### src/rtl/vlc_pkg.sv
package vlc_pkg;
    typedef enum logic {
        MODE_HORIZ = 1'b0,
        MODE_VERT  = 1'b1
    } vmode_e;

    // condition field bit positions
    localparam int COND_LT = 3;
    localparam int COND_GT = 2;
    localparam int COND_EQ = 1;
    localparam int COND_SO = 0;
endpackage

### src/rtl/vlc_setlen.sv
module vlc_setlen #(
    parameter int CW   = 7,
    parameter int XLEN = 64
) (
    input  logic [CW-1:0]   cur_vl,
    input  logic [CW-1:0]   cur_mvl,
    input  logic            new_mvl,
    input  logic            set_len,
    input  logic            use_ctr,
    input  logic [CW-1:0]   mvl_imm,
    input  logic [XLEN-1:0] ctr_val,
    output logic [CW-1:0]   nxt_vl,
    output logic [CW-1:0]   nxt_mvl,
    output logic            alters
);
    logic [CW-1:0] ctr_sat;

    always_comb begin
        nxt_mvl = new_mvl ? mvl_imm : cur_mvl;
        // counter value saturates at the new maximum
        if (ctr_val > XLEN'(nxt_mvl))
            ctr_sat = nxt_mvl;
        else
            ctr_sat = ctr_val[CW-1:0];
        if (set_len)
            nxt_vl = use_ctr ? ctr_sat : nxt_mvl;
        else if (cur_vl > nxt_mvl)
            nxt_vl = nxt_mvl;        // truncation
        else
            nxt_vl = cur_vl;
        alters = new_mvl | set_len;
    end
endmodule

### src/rtl/vlc_stepper.sv
module vlc_stepper #(
    parameter int CW = 7
) (
    input  logic [CW-1:0] cur_step,
    input  logic [CW-1:0] cur_vl,
    output logic [CW-1:0] nxt_step,
    output logic          at_end
);
    logic [CW:0] inc;

    always_comb begin
        inc    = {1'b0, cur_step} + 1'b1;
        at_end = inc >= {1'b0, cur_vl};
        nxt_step = at_end ? '0 : inc[CW-1:0];
    end
endmodule

### src/rtl/vlc_mode_fsm.sv
module vlc_mode_fsm
    import vlc_pkg::*;
(
    input  logic clk,
    input  logic rst,
    input  logic go_vert,
    input  logic go_horiz,
    output logic vert
);
    vmode_e state_q, state_d;

    always_ff @(posedge clk) begin
        if (rst) state_q <= MODE_HORIZ;
        else     state_q <= state_d;
    end

    always_comb begin
        state_d = state_q;
        unique case (state_q)
            MODE_HORIZ: if (go_vert)  state_d = MODE_VERT;   // ENTER_VERT
            MODE_VERT:  if (go_horiz) state_d = MODE_HORIZ;  // LEAVE_VERT
            default:    state_d = MODE_HORIZ;
        endcase
    end

    always_comb begin
        vert = (state_q == MODE_VERT);
    end


    vf_enter_chk: assert property (@(posedge clk) disable iff (rst)
        go_vert |=> vert);

    vf_leave_chk: assert property (@(posedge clk) disable iff (rst)
        go_horiz |=> !vert);

    vf_hold_chk: assert property (@(posedge clk) disable iff (rst)
        (!go_vert && !go_horiz) |=> $stable(vert));
endmodule

### src/rtl/vec_len_ctrl.sv
module vec_len_ctrl
    import vlc_pkg::*;
#(
    parameter int CW   = 7,
    parameter int XLEN = 64
) (
    input  logic            clk,
    input  logic            rst,
    input  logic            cmd_valid,
    input  logic            cmd_step,
    input  logic            use_ctr,
    input  logic            new_mvl,
    input  logic            set_len,
    input  logic            vf_opt,
    input  logic            rec,
    input  logic            dst_nz,
    input  logic [CW-1:0]   mvl_imm,
    input  logic [XLEN-1:0] ctr_val,
    output logic [CW-1:0]   vl,
    output logic [CW-1:0]   maxvl,
    output logic [CW-1:0]   src_step,
    output logic [CW-1:0]   dst_step,
    output logic            vfirst,
    output logic            res_valid,
    output logic            res_wr,
    output logic [XLEN-1:0] res_val,
    output logic            cond_valid,
    output logic [3:0]      cond
);
    logic [CW-1:0]   vl_q, mvl_q, src_q, dst_q;
    logic [CW-1:0]   sl_vl, sl_mvl, st_nxt;
    logic            sl_alters, st_end;
    logic            do_set, do_step, go_vert, go_horiz, vert;
    logic            res_valid_q, res_wr_q, cond_valid_q;
    logic [XLEN-1:0] res_val_q;
    logic [3:0]      cond_q;

    vlc_setlen #(.CW(CW), .XLEN(XLEN)) u_setlen (
        .cur_vl(vl_q), .cur_mvl(mvl_q), .new_mvl(new_mvl), .set_len(set_len),
        .use_ctr(use_ctr), .mvl_imm(mvl_imm), .ctr_val(ctr_val),
        .nxt_vl(sl_vl), .nxt_mvl(sl_mvl), .alters(sl_alters)
    );

    vlc_stepper #(.CW(CW)) u_stepper (
        .cur_step(src_q), .cur_vl(vl_q), .nxt_step(st_nxt), .at_end(st_end)
    );

    always_comb begin
        do_set   = cmd_valid & ~cmd_step;
        do_step  = cmd_valid &  cmd_step;
        go_vert  = do_set & sl_alters & vf_opt;
        go_horiz = (do_set & sl_alters & ~vf_opt) | (do_step & st_end);
    end

    vlc_mode_fsm u_mode (
        .clk(clk), .rst(rst), .go_vert(go_vert), .go_horiz(go_horiz), .vert(vert)
    );

    always_ff @(posedge clk) begin
        if (rst) begin
            vl_q <= '0; mvl_q <= '0; src_q <= '0; dst_q <= '0;
        end else if (do_set && sl_alters) begin
            vl_q  <= sl_vl;
            mvl_q <= sl_mvl;
            src_q <= '0;
            dst_q <= '0;
        end else if (do_step) begin
            src_q <= st_nxt;
            dst_q <= st_nxt;
        end
    end

    always_ff @(posedge clk) begin
        if (rst) begin
            res_valid_q  <= 1'b0;
            res_wr_q     <= 1'b0;
            res_val_q    <= '0;
            cond_valid_q <= 1'b0;
            cond_q       <= '0;
        end else begin
            res_valid_q  <= cmd_valid;
            res_wr_q     <= do_set & dst_nz;
            res_val_q    <= (do_set & dst_nz) ? XLEN'(sl_vl) : '0;
            cond_valid_q <= do_step & rec;
            cond_q       <= '0;
            if (do_step && rec && st_end) cond_q[COND_SO] <= 1'b1;
        end
    end

    always_comb begin
        vl         = vl_q;
        maxvl      = mvl_q;
        src_step   = src_q;
        dst_step   = dst_q;
        vfirst     = vert;
        res_valid  = res_valid_q;
        res_wr     = res_wr_q;
        res_val    = res_val_q;
        cond_valid = cond_valid_q;
        cond       = cond_q;
    end


    step_adv_chk: assert property (@(posedge clk) disable iff (rst)
        (do_step && !st_end) |=> (src_q == $past(src_q) + 1'b1) && (dst_q == src_q));

    step_wrap_chk: assert property (@(posedge clk) disable iff (rst)
        (do_step && st_end) |=> (src_q == '0) && (dst_q == '0) && !vfirst);

    vl_bound_chk: assert property (@(posedge clk) disable iff (rst)
        vl_q <= mvl_q);

    step_range_chk: assert property (@(posedge clk) disable iff (rst)
        (vl_q != '0) |-> (src_q < vl_q));

    hold_chk: assert property (@(posedge clk) disable iff (rst)
        (do_set && !new_mvl && !set_len) |=> $stable(vl_q) && $stable(mvl_q) && $stable(src_q));

    mvl_load_chk: assert property (@(posedge clk) disable iff (rst)
        (do_set && new_mvl) |=> mvl_q == $past(mvl_imm));

    cond_chk: assert property (@(posedge clk) disable iff (rst)
        cond_valid_q |-> (cond_q[3:1] == 3'b000));

    pulse_chk: assert property (@(posedge clk) disable iff (rst)
        cmd_valid |=> res_valid_q);

    idle_chk: assert property (@(posedge clk) disable iff (rst)
        !cmd_valid |=> !res_valid_q && !cond_valid_q && $stable(vl_q) && $stable(src_q));
endmodule

### config.mk
export PLATFORM = sky130hd
export DESIGN_NAME = vec_len_ctrl
export DESIGN_NICKNAME = d
export VERILOG_FILES = /design/src/rtl/vlc_pkg.sv /design/src/rtl/vlc_setlen.sv /design/src/rtl/vlc_stepper.sv /design/src/rtl/vlc_mode_fsm.sv /design/src/rtl/vec_len_ctrl.sv
export SDC_FILE = /design/constraint.sdc
export NUM_CORES = 1
export LEC_CHECK = 0
export ABC_AREA = 1
export BUFFER_PORTS_ARGS = -buffer_cell sky130_fd_sc_hd__buf_2
export CAP_MARGIN = 20
export CELL_PAD_IN_SITES_DETAIL_PLACEMENT = 1
export CELL_PAD_IN_SITES_GLOBAL_PLACEMENT = 1
export CORE_ASPECT_RATIO = 1.4
export CORE_MARGIN = 5
export CORE_UTILIZATION = 31
export DETAILED_ROUTE_END_ITERATION = 7
export PLACE_DENSITY_LB_ADDON = 0.2
export SLEW_MARGIN = 20
export SYNTH_ARGS = -nofsm -noshare
export SYNTH_HDL_FRONTEND = slang
export SYNTH_HIERARCHICAL = 1
export SYNTH_SLANG_ARGS = --single-unit
### constraint.sdc
create_clock -name clk -period 3.31 [get_ports clk]
set_input_delay 0.331 -clock clk [delete_from_list [all_inputs] [get_ports clk]]
set_output_delay 0.331 -clock clk [all_outputs]
set_load 0.02 [all_outputs]
# --- After elaboration in Yosys (flattened, before gate mapping) ---
# Cells that the tools add are included.
# Widths: inputs -> output; s select.
classes:
  n_addsub: 1
  order_cmp: 3
  n_mux: 10
  n_bitwise: 14
  n_reduce_logical: 5
op_table:
  columns: ["operator", "count"]
  rows:
  - ["$gt 64x7->1", 1]
  - ["$mux 7", 6]
  - ["$add 7x1->8 const B", 1]
  - ["$and 1x1->1", 8]
  - ["$ge 8x7->1", 1]
  - ["$gt 7x7->1", 1]
  - ["$not 1->1", 4]
  - ["$reduce_or 2->1", 2]
  - ["$logic_and 1x1->1", 3]
  - ["$mux 1", 3]
  - ["$or 1x1->1", 2]
  - ["$pmux 1 s2", 1]
word_totals:
  ff_bits: 93
  out_inout_bits: 100

# --- Longest topological paths before layout ---
logic_depth:
  ltp_word: 7
  depth_mapped: 18

# --- By module ---
# The synthesis kept the hierarchy.
modules_own_cells:
  columns: ["mod", "n_inst", "cells_per_inst", "area_each_um2", "seq_area_each_um2"]
  rows:
  - ["vec_len_ctrl", 1, 226, 1680.4, 640.6]
  - ["vlc_setlen", 1, 213, 1044.8, 0.0]
  - ["vlc_stepper", 1, 69, 354.1, 0.0]
  - ["vlc_mode_fsm", 1, 6, 41.3, 20.0]

# --- Worst setup path after synthesis ---
# No wires, ideal clock.
synth_path:
  kind: "register to register"
  from: "reg dst_step[0] (netlist name)"
  to: "reg u_mode.state_q, in the netlist u_mode/vert"
  t_arrival_ns: 2.173
  required_time_ns: 3.196
  setup_slack_ns: 1.023
  path_stages_with_launch: 16
  path_buffers: 0
  period_less_slack_ns: 2.287
  cell_sequence: "dfxtp_1 ha_1 nand2_1 nor2_1 nand2_1 xor2_1 inv_1 ha_1 and3_1 nand2_1 nand2_2 inv_1 o22ai_1 nand2_1 nand2_1 nor2_2"
synth_rtl:
  columns: ["element", "line", "rtl"]
  rows:
  - ["end signal: assignment", "vlc_mode_fsm.sv:14", "else state_q <= state_d;"]
  - ["end: declaration", "vlc_mode_fsm.sv:10", "vmode_e state_q, state_d;"]

==> run summary <==
Slew Limit Headroom: 56.9%
Clock Skew: 3.24 ps
Syn Inst Count: 514
Starting DRT DRC Count: 63
fin nets: 733
Power Total: 1.30 mW
type of origin of the critical path: flop
max_cap viols: 0
crit end category: flop
Clk Latency, worst-skew pair: 280 ps
IO Count: 181
DR DRC count: 0
slowest CP cell: dfxtp_1
Hold Buf Count CTS: 0
Top Family by Delay on Critical Path: simple AND/OR/NAND/NOR gates
synth warn: 6
drt first pass iters: 4
layout cell share with drive strength beyond 1: 23.6%
Chip Width: 94.8 µm
Slew Limit Fails: 0
maximum buffer depth of the clock tree: 2
power per cell area: 347 mW/mm²
syn_area_per_cell: 6.07 µm²
Die ar.: 0.0122 mm²
Post-Syn Area: 0.00312 mm²
worst vdd ir: 0.000263 V
Routed WL: 9.28 mm
setup TNS: 0 ps
area delta synth->final: 19.9%
Root Buffer: clkbuf_16
Initial Utilization: 31.5%
dpl ws: 606 ps
# setup viols final: 0
number of H-tree levels: 2
GRT Residual Overflow: 0
largest net degree at the start of global routing: 32
vias in the first global route: 3155
CTS Buf Count: 5
CP Cell Sequence: ha_1 -> nand2_1 -> nor2_1 -> nand2_1 -> xor2_1 -> inv_1 -> ha_1 -> and3_1 -> nand2_1 -> nand2_2 -> inv_1 -> o22ai_1 -> nand2_1 -> nand2_1 -> nor2_2
data required time of the critical path: 3480 ps
CTS tree: yes
commonest non-fill, non-tap cell in the layout: nand2_1
routability cong.: 0.837
fmax: 400 MHz
setup repair after global routing missed its margin: no
clock sinks: 33
Crit path buffers/inverters: 2
GRT Total Usage: 14.8%
Worst-path clk slew: 50 ps
Worst-Margin Slew: 645 ps
synth unique cells: 33
sequential-to-total area share from yosys stat: 21.2%
peak fanout along the critical path: 8
drt wl/cell: 12.1 µm
Leak Pwr: 2.30 nW
cell row count: 43
antenna cells: 0
routed vias: 3183
core area: 0.00990 mm²
status: finished, final reports clean
Hold Violations, Final: 0
post_cts resized: 0
setup repair bufs after CTS: 0
DRT antenna net count: 0
HPWL after DPL: 7.93 mm
register bit total from synthesis: 33
max incr delay on CP: 450 ps
min Tclk post-route: 2500 ps
WS Path Type: flop to flop
I/O Buffers: 120
first-pass GRT wire length: 14.5 mm
critical path arrival: 2680 ps
Setup WS post-layout: 807 ps
period utilization: 75.6%
most frequent cells in the layout: 129 x nand2_1, 120 x buf_2, 96 x inv_1, 77 x nor2_1, 60 x conb_1
Min-Delay Path Class: input pin to flop
cell mode on critical path: nand2_1
Die Y: 129 µm
initial antenna violation count: 0
drt via density: 4.16
==> state kept, by name, summed over array words and instances, names as in the netlist <==
register,cells
dst_step,7
vl,7
cond_valid,1
cond,1
res_val,7
res_valid,1
maxvl,7
u_mode/vert,1
res_wr,1
==> cell type report <==
type                       count  area (µm²)
tap                          135         169
clock buffer                   7         153
sequential                    33         661
timing repair buffer         123         623
fill                        1455        6160
clock inverter                 1        5.00
multi-input combinational    367        1760
inverter                     100         375
==> stage by stage <==
step	cells	cell area (µm²)	hold slack, ps	utilization, %
CTS	766	3740	255	37.8
finish	766	3740	264	37.8
floorplan	573	3340	402	-
global placement	758	3580	503	36.2
detailed placement	758	3580	511	36.2
global route	766	3740	262	37.8
==> synthesized netlist by cell type <==
cell type / n / share of area (%)
o21ai_0: 12 / 1.9
nand4_1: 2 / 0.40
or2_1: 1 / 0.20
nor2_2: 3 / 0.60
buf_4: 69 / 17
or2_2: 2 / 0.40
conb_1: 1 / 0.12
nand2_2: 2 / 0.40
buf_2: 2 / 0.32
o22ai_1: 1 / 0.20
a21oi_1: 14 / 2.2
nand2_4: 1 / 0.36
nand3_1: 19 / 3.0
nor3_2: 1 / 0.32
o21bai_1: 3 / 0.72
nor2_1: 77 / 9.3
buf_6: 2 / 0.72
o211ai_1: 1 / 0.24
inv_1: 96 / 12
and2_1: 2 / 0.40
nand2_1: 129 / 16
nor3_1: 1 / 0.16
xor2_1: 2 / 0.56
and3_1: 1 / 0.20
nor2_4: 1 / 0.36
ha_1: 22 / 8.8
o21a_1: 1 / 0.24
nand3_2: 1 / 0.32
inv_2: 4 / 0.48
or2_0: 5 / 1.0
dfxtp_1: 33 / 21
nand3_4: 1 / 0.56
o21ai_2: 2 / 0.56
==> routing by layer <==
| metal | part of all wire (%) | track usage (%) | vias up |
|---|---|---|---|
| met3 | 7.2 | 2.63 | 14 |
| met2 | 52 | 28.4 | 116 |
| met4 | 2.5 | 5.86 | 0 |
| met5 | 0 | 0 | - |
| li1 | - | - | 1639 |
| met1 | 39 | 15.7 | 1414 |
==> power breakdown <==
part           internal, mW  switching (mW)  leakage, nW
clock                 0.318           0.176       0.0799
sequential            0.414          0.0185        0.269
combinational         0.121           0.251         1.95
total                 0.853           0.445         2.30
==> cells by family after synthesis <==
logic type / share of synthesized area, %
AND/OR/NAND/NOR: 33.5
flip-flops: 21.2
adder cells (fa/ha/maj): 8.82
AO/OA/AOI/OAI: 6.14
other: 0.120
buffers and inverters: 29.7
XOR/XNOR: 0.561
==> path summary, 6_finish.rpt <==
| kind | startpoint | to | slack, ps | cells past startpoint |
|---|---|---|---|---|
| worst max register to register | dst_step[0] | u_mode/vert | 810 | 15 |
| worst min-delay path | rst | cond[0] | 260 | 2 |
| worst max-delay path | dst_step[0] | u_mode/vert | 810 | 15 |
| worst min register to register | u_mode/vert | u_mode/vert | 510 | 2 |
Note: power is estimated with default switching activity, not from simulation.
